--- src/rtl/mmd_bridge_pkg.sv ---
package mmd_bridge_pkg;

    localparam int DATA_W = 16;
    localparam int DEV_W  = 5;

    typedef enum logic [1:0] {
        FN_ADDR   = 2'b00,
        FN_DATA   = 2'b01,
        FN_INC_RW = 2'b10,
        FN_INC_WR = 2'b11
    } mmd_fn_e;

    localparam logic [4:0] REG_CTRL = 5'd13;
    localparam logic [4:0] REG_DATA = 5'd14;

    localparam logic [DEV_W-1:0] DEV_PCS = 5'd3;
    localparam logic [DEV_W-1:0] DEV_AN  = 5'd7;

    localparam logic [DATA_W-1:0] IDX_PCS_CTRL = 16'd0;
    localparam logic [DATA_W-1:0] IDX_CAP      = 16'd20;
    localparam logic [DATA_W-1:0] IDX_WAKE     = 16'd22;
    localparam logic [DATA_W-1:0] IDX_ADV      = 16'd60;
    localparam logic [DATA_W-1:0] IDX_LP       = 16'd61;

    localparam logic [DATA_W-1:0] ABIL_MASK    = 16'h007E;
    localparam logic [DATA_W-1:0] CLKSTOP_MASK = 16'h0400;

endpackage

--- src/rtl/mmd_addr_bank.sv ---
module mmd_addr_bank #(
    parameter int DEV_W  = 5,
    parameter int ADDR_W = 16
) (
    input  logic              clk,
    input  logic              rst_n,
    input  logic [DEV_W-1:0]  sel_dev,
    input  logic              load_en,
    input  logic [ADDR_W-1:0] load_val,
    input  logic              inc_en,
    output logic [ADDR_W-1:0] cur_addr
);
    localparam int NUM_DEV = 1 << DEV_W;

    logic [ADDR_W-1:0] addr_vec [NUM_DEV];

    for (genvar g = 0; g < NUM_DEV; g++) begin : g_dev
        logic [ADDR_W-1:0] addr_d, addr_q;
        logic              hit;

        assign hit = (sel_dev == DEV_W'(g));

        always_comb begin
            addr_d = addr_q;
            if (hit && load_en) begin
                addr_d = load_val;
            end else if (hit && inc_en) begin
                addr_d = addr_q + ADDR_W'(1);
            end
        end

        always_ff @(posedge clk or negedge rst_n) begin
            if (!rst_n) begin
                addr_q <= '0;
            end else begin
                addr_q <= addr_d;
            end
        end

        assign addr_vec[g] = addr_q;
    end

    assign cur_addr = addr_vec[sel_dev];

endmodule

--- src/rtl/mmd_reg_file.sv ---
module mmd_reg_file
    import mmd_bridge_pkg::*;
#(
    parameter logic [DATA_W-1:0] EEE_CAP = 16'h0006
) (
    input  logic              clk,
    input  logic              rst_n,
    input  logic [DEV_W-1:0]  dev,
    input  logic [DATA_W-1:0] idx,
    input  logic              wr_en,
    input  logic [DATA_W-1:0] wr_val,
    input  logic              rd_en,
    input  logic              wake_inc,
    input  logic [DATA_W-1:0] lp_ability,
    output logic [DATA_W-1:0] rd_val,
    output logic              clk_stop_en,
    output logic [DATA_W-1:0] eee_adv
);
    typedef struct packed {
        logic              clk_stop;
        logic [DATA_W-1:0] adv;
        logic [DATA_W-1:0] wake_cnt;
    } file_state_t;

    file_state_t st_d, st_q;

    logic hit_ctrl, hit_cap, hit_wake, hit_adv, hit_lp;

    always_comb begin
        hit_ctrl = (dev == DEV_PCS) && (idx == IDX_PCS_CTRL);
        hit_cap  = (dev == DEV_PCS) && (idx == IDX_CAP);
        hit_wake = (dev == DEV_PCS) && (idx == IDX_WAKE);
        hit_adv  = (dev == DEV_AN)  && (idx == IDX_ADV);
        hit_lp   = (dev == DEV_AN)  && (idx == IDX_LP);
    end

    always_comb begin
        rd_val = '0;
        if (hit_ctrl) rd_val = st_q.clk_stop ? CLKSTOP_MASK : '0;
        if (hit_cap)  rd_val = EEE_CAP & ABIL_MASK;
        if (hit_wake) rd_val = st_q.wake_cnt;
        if (hit_adv)  rd_val = st_q.adv;
        if (hit_lp)   rd_val = lp_ability & ABIL_MASK;
    end

    always_comb begin
        st_d = st_q;
        if (wr_en && hit_ctrl) begin
            st_d.clk_stop = |(wr_val & CLKSTOP_MASK);
        end
        if (wr_en && hit_adv) begin
            st_d.adv = wr_val & ABIL_MASK;
        end
        if (rd_en && hit_wake) begin
            st_d.wake_cnt = wake_inc ? DATA_W'(1) : '0;
        end else if (wake_inc && (st_q.wake_cnt != '1)) begin
            st_d.wake_cnt = st_q.wake_cnt + DATA_W'(1);
        end
    end

    always_ff @(posedge clk or negedge rst_n) begin
        if (!rst_n) begin
            st_q <= '0;
        end else begin
            st_q <= st_d;
        end
    end

    assign clk_stop_en = st_q.clk_stop;
    assign eee_adv     = st_q.adv;

endmodule

--- src/rtl/mmd_indirect_bridge.sv ---
module mmd_indirect_bridge
    import mmd_bridge_pkg::*;
#(
    parameter logic [15:0] EEE_CAP = 16'h0006
) (
    input  logic        clk,
    input  logic        rst_n,
    input  logic [4:0]  reg_num,
    input  logic        wr_en,
    input  logic        rd_en,
    input  logic [15:0] wr_data,
    input  logic [15:0] lp_ability,
    input  logic        wake_err,
    output logic [15:0] rd_data,
    output logic        rd_valid,
    output logic        clk_stop_en,
    output logic [15:0] eee_adv
);
    typedef struct packed {
        logic [DATA_W-1:0] ctrl;
        logic [DATA_W-1:0] rd_data;
        logic              rd_valid;
    } top_state_t;

    top_state_t state_d, state_q;

    mmd_fn_e           fn;
    logic [DEV_W-1:0]  dev;
    logic              data_wr, data_rd;
    logic              bank_load, bank_inc;
    logic              file_wr, file_rd;
    logic [DATA_W-1:0] cur_addr;
    logic [DATA_W-1:0] file_val;
    logic [DATA_W-1:0] rd_val;
    logic [DATA_W-1:0] ctrl_q;

    assign ctrl_q = state_q.ctrl;

    always_comb begin
        fn        = mmd_fn_e'(state_q.ctrl[15:14]);
        dev       = state_q.ctrl[DEV_W-1:0];
        data_wr   = wr_en && (reg_num == REG_DATA);
        data_rd   = rd_en && (reg_num == REG_DATA);
        bank_load = data_wr && (fn == FN_ADDR);
        file_wr   = data_wr && (fn != FN_ADDR);
        file_rd   = data_rd && (fn != FN_ADDR);
        bank_inc  = (file_wr && ((fn == FN_INC_RW) || (fn == FN_INC_WR)))
                 || (file_rd && (fn == FN_INC_RW));
    end

    mmd_addr_bank #(
        .DEV_W  (DEV_W),
        .ADDR_W (DATA_W)
    ) addr_bank_i (
        .clk      (clk),
        .rst_n    (rst_n),
        .sel_dev  (dev),
        .load_en  (bank_load),
        .load_val (wr_data),
        .inc_en   (bank_inc),
        .cur_addr (cur_addr)
    );

    mmd_reg_file #(
        .EEE_CAP (EEE_CAP)
    ) reg_file_i (
        .clk         (clk),
        .rst_n       (rst_n),
        .dev         (dev),
        .idx         (cur_addr),
        .wr_en       (file_wr),
        .wr_val      (wr_data),
        .rd_en       (file_rd),
        .wake_inc    (wake_err),
        .lp_ability  (lp_ability),
        .rd_val      (file_val),
        .clk_stop_en (clk_stop_en),
        .eee_adv     (eee_adv)
    );

    always_comb begin
        rd_val = '0;
        if (reg_num == REG_CTRL) begin
            rd_val = state_q.ctrl;
        end else if (reg_num == REG_DATA) begin
            rd_val = (fn == FN_ADDR) ? cur_addr : file_val;
        end
    end

    always_comb begin
        state_d          = state_q;
        state_d.rd_valid = rd_en;
        if (rd_en) begin
            state_d.rd_data = rd_val;
        end
        if (wr_en && (reg_num == REG_CTRL)) begin
            state_d.ctrl = wr_data;
        end
    end

    always_ff @(posedge clk or negedge rst_n) begin
        if (!rst_n) begin
            state_q <= '0;
        end else begin
            state_q <= state_d;
        end
    end

    assign rd_data  = state_q.rd_data;
    assign rd_valid = state_q.rd_valid;

endmodule

--- config.mk ---
export PLATFORM = sky130hd
export DESIGN_NAME = mmd_indirect_bridge
export DESIGN_NICKNAME = d
export VERILOG_FILES = /design/src/rtl/mmd_bridge_pkg.sv /design/src/rtl/mmd_addr_bank.sv /design/src/rtl/mmd_reg_file.sv /design/src/rtl/mmd_indirect_bridge.sv
export SDC_FILE = /design/constraint.sdc
export NUM_CORES = 2
export LEC_CHECK = 0
export BUFFER_PORTS_ARGS = -buffer_cell sky130_fd_sc_hd__buf_4
export CORE_UTILIZATION = 50
export DETAILED_ROUTE_END_ITERATION = 6
export HOLD_SLACK_MARGIN = 0.03
export PLACE_DENSITY_LB_ADDON = 0.12
export SLEW_MARGIN = 20
export SYNTH_ARGS = -nofsm -noshare
export SYNTH_HDL_FRONTEND = slang
export SYNTH_HIERARCHICAL = 1
export SYNTH_SLANG_ARGS = --single-unit
--- constraint.sdc ---
create_clock -name clk -period 6 [get_ports clk]
set_clock_uncertainty 0.05 [all_clocks]
set_input_delay 0 -clock clk [delete_from_list [all_inputs] [get_ports clk]]
set_output_delay 0 -clock clk [all_outputs]
set_load 0.03 [all_outputs]
==> qor.txt <==
Clock transition at path regs -> 60 ps
initial antenna violation count -> 3
Routed Antenna Nets -> 0
Die H -> 278 um
leak pwr -> 16.5 nW
violated checks -> design-rule violations
largest net degree at the start of global routing -> 157
first-pass GRT wire length -> 229,000 um
TritonCTS clock tree -> built
Top FF cell, synth -> dfrtp_1
post-CTS resize count -> 0
Max Fclk -> 0.187 GHz
GRT overflow -> 0
Clk Latency, worst-skew pair -> 640 ps
net switching power figure -> 2.99 mW
# setup viols final -> 0
Sequential Power Share -> 40.7%
Critical Path RT -> 6450 ps
CP arrival -> 5810 ps
Syn Inst Count -> 4,347
worst path cell trace -> buf_4, mux4_2, a2111oi_0, a221oi_1, and4bb_2, nand4_1, or3_1, o22a_1, mux2_4, a221o_1
CTS H-tree depth -> 3
Worst-Margin Slew -> 1270 ps
# rows -> 100
RSZ-0062 raised after global routing -> no
synthesized cell area -> 38,100 sq um
# nets final -> 4,366
DRT iter0 DRCs -> 5,254
CTS root buf -> clkbuf_16
Max VDD drop -> 0.205 mV
Worst Path Max Fanout -> 36
Pint -> 7.10 mW
WHS -> 74.8 ps
Max Buffers Root-to-Sink -> 3
area grow syn2layout -> 9.47%
GP Congestion -> 0.999
GRT Resource Usage Total -> 39.5%
Wirelength per Cell -> 29.1 um
ratio of cells with drive above 1 in the final layout -> 12.0%
combinational power share -> 14.7%
Placeable Area -> 74,900 sq um
CP top delay family -> compound AO/OA/AOI/OAI gates
sequential area share after synthesis -> 37.3%
Largest stage delay, worst path -> 920 ps
setup_tns -> 0 ps
CP max-delay cell -> a2111oi_0
count of pins over their slew limit -> 0
period utilization -> 89.3%
FFs w/ async S/R, synth -> 100%
power density over cell area -> 242 nW/um^2
Final Hold Viols -> 0
Die X -> 278 um
cts bufs inserted -> 69
placed cells -> 5,161
Die ar. -> 77,300 sq um
Setup crit end kind -> flip-flop
vias in the first global route -> 34,200
final WL -> 154,000 um
Initial Util -> 50.8%
switching part of the total -> 29.6%
Detail Placement HPWL -> 103,000 um
post-layout minimum cycle time -> 5360 ps
final cell count without fillers -> 5,315
via count -> 37,800
clk sink count -> 568
vias per cell -> 7.12
worst min-delay path class -> in -> reg
max_cap viols -> 0
Ports -> 76
DRC violations left -> 6
IO Port Bufs -> 55
Synth cell types -> 100
synthesis-stage register bit count -> 568
drt pass-1 iters -> 7
Buf/Inv on CP -> 1
Slew HR -> 15.4%
EDFF count, synth -> 0
Setup crit start kind -> flip-flop
Avg Synthesized Cell Area -> 8.76 sq um
number of post-CTS setup repair buffers -> 0
YS warnings -> 6
FILL cells -> 6,781
Crit Path Category -> reg -> reg
Clk pwr share -> 44.6%
Power Total -> 10.1 mW
status -> complete, but fails checks
## layer usage
layer | up-vias | part of all wire, % | GRT usage (%)
li1 | 16500 | - | -
met1 | 18400 | 41 | 56.2
met2 | 2427 | 41 | 54.8
met3 | 505 | 12 | 9.89
met4 | 0 | 6.2 | 21.8
met5 | - | 0 | 0
## flip-flops by register name, indices dropped and copies added (netlist names)
name and count:
rd_data 16, rd_valid 1, reg_file_i/clk_stop_en 1, reg_file_i/eee_adv 6
ctrl_q 16, reg_file_i/st_q 16, addr_bank_i/g_dev.addr_q 512
## repair_timing
item / in CTS / in global routing
endpoints found under the setup margin: 0 / 0
hold endpoints to repair: 235 / 0
hold buffers: 27 / 0
## power by group through the flow
stage                     Combinational, mW  Clock (mW)  Sequential, mW
after detailed placement               1.42           0            4.16
after floorplan                       0.987           0            4.03
after CTS                              1.44        4.51            4.09
final                                  1.48        4.50            4.10
after global placement                 1.41           0            4.16
after global routing                   1.53        4.65            4.11
## through the flow
stage               worst slack [ps]  cell area [sq um]  utilization [%]
floorplan                       2180              38100                -
global placement                 807              39000             52.1
CTS                              749              41700             55.6
global route                     546              41700             55.6
detailed placement               814              39000             52.1
finish                           643              41700             55.6
## cells in the final DEF (no fill, tap or decap), types with 55 or more instances in the layout
master | synthesis | layout
dfrtp_1 | 568 | 563
a2bb2oi_1 | 58 | 58
inv_1 | 56 | 56
mux2i_1 | 105 | 105
nand2_1 | 403 | 403
and3_1 | 91 | 91
nand3_1 | 235 | 235
clkbuf_16 | 0 | 72
o31ai_1 | 55 | 55
nor2_1 | 331 | 319
a31oi_1 | 117 | 117
nor3_1 | 61 | 58
o22a_1 | 142 | 142
o21ai_0 | 388 | 388
buf_4 | 42 | 133
nand4_1 | 79 | 79
a21oi_1 | 615 | 615
mux4_2 | 94 | 94
## cells by family after synthesis
group	after synthesis	share of synthesized area, %
flops	568	37.3
xor+xnor	2	0.0460
other cells	1	0.00984
buf+inv	361	4.76
simple gates	1490	20.1
fa+ha+maj	33	1.08
mux	251	9.99
compound gates	1641	26.7
## final cells by class
class	instances	area, sq um	share of cell area (%)
antenna	5	12.5	0.0300
clock buffer	96	2000	4.80
clock inverter	25	355	0.852
inverter	57	216	0.519
multi-input combinational	3427	22200	53.3
sequential	568	14200	34.1
tap	969	1210	2.91
timing repair buffer	168	1440	3.46
## worst reg2reg max path: cells and delay by family (launching register included)
family                 cells  cell delay [ps]
AND/OR/NAND/NOR            3             1260
flip-flops                 1              900
multiplexers               2              850
AO/OA/AOI/OAI              4             1820
buffers and inverters      1              340
## synthesized netlist by cell type (all sizes together), types with 26 or more instances
library cell | number | area, sq um
a21oi | 615 | 3080
a221oi | 29 | 254
a2bb2oi | 58 | 508
a31oi | 117 | 732
and2 | 32 | 200
and3 | 91 | 569
and4 | 46 | 403
buf | 179 | 1130
clkbuf | 125 | 469
dfrtp | 568 | 14200
ha | 33 | 413
inv | 57 | 214
mux2 | 52 | 638
mux2i | 105 | 1050
mux4 | 94 | 2120
nand2 | 406 | 1540
nand2b | 36 | 225
nand3 | 238 | 1210
nand4 | 80 | 507
nor2 | 351 | 1400
nor2b | 26 | 163
nor3 | 78 | 513
o21a | 29 | 218
o21ai | 391 | 1960
o22a | 142 | 1240
o22ai | 27 | 169
o31ai | 55 | 413
or3 | 27 | 169
## worst paths after layout
path | startpoint | endpoint | slack (ps) | cells past startpoint
hold reg to reg | ctrl_q[12] | ctrl_q[12] | 450 | 1
min in group asynchronous | rst_n | addr_bank_i/g_dev[2].addr_q[10] | 450 | 3
max in group asynchronous | rst_n | addr_bank_i/g_dev[22].addr_q[14] | 4060 | 4
setup / recovery | ctrl_q[0] | rd_data[3] | 640 | 10
hold / removal | reg_num[0] | ctrl_q[12] | 70 | 4
setup reg to reg | ctrl_q[0] | rd_data[3] | 640 | 10
No activity file was read; power rests on OpenSTA's default activity.
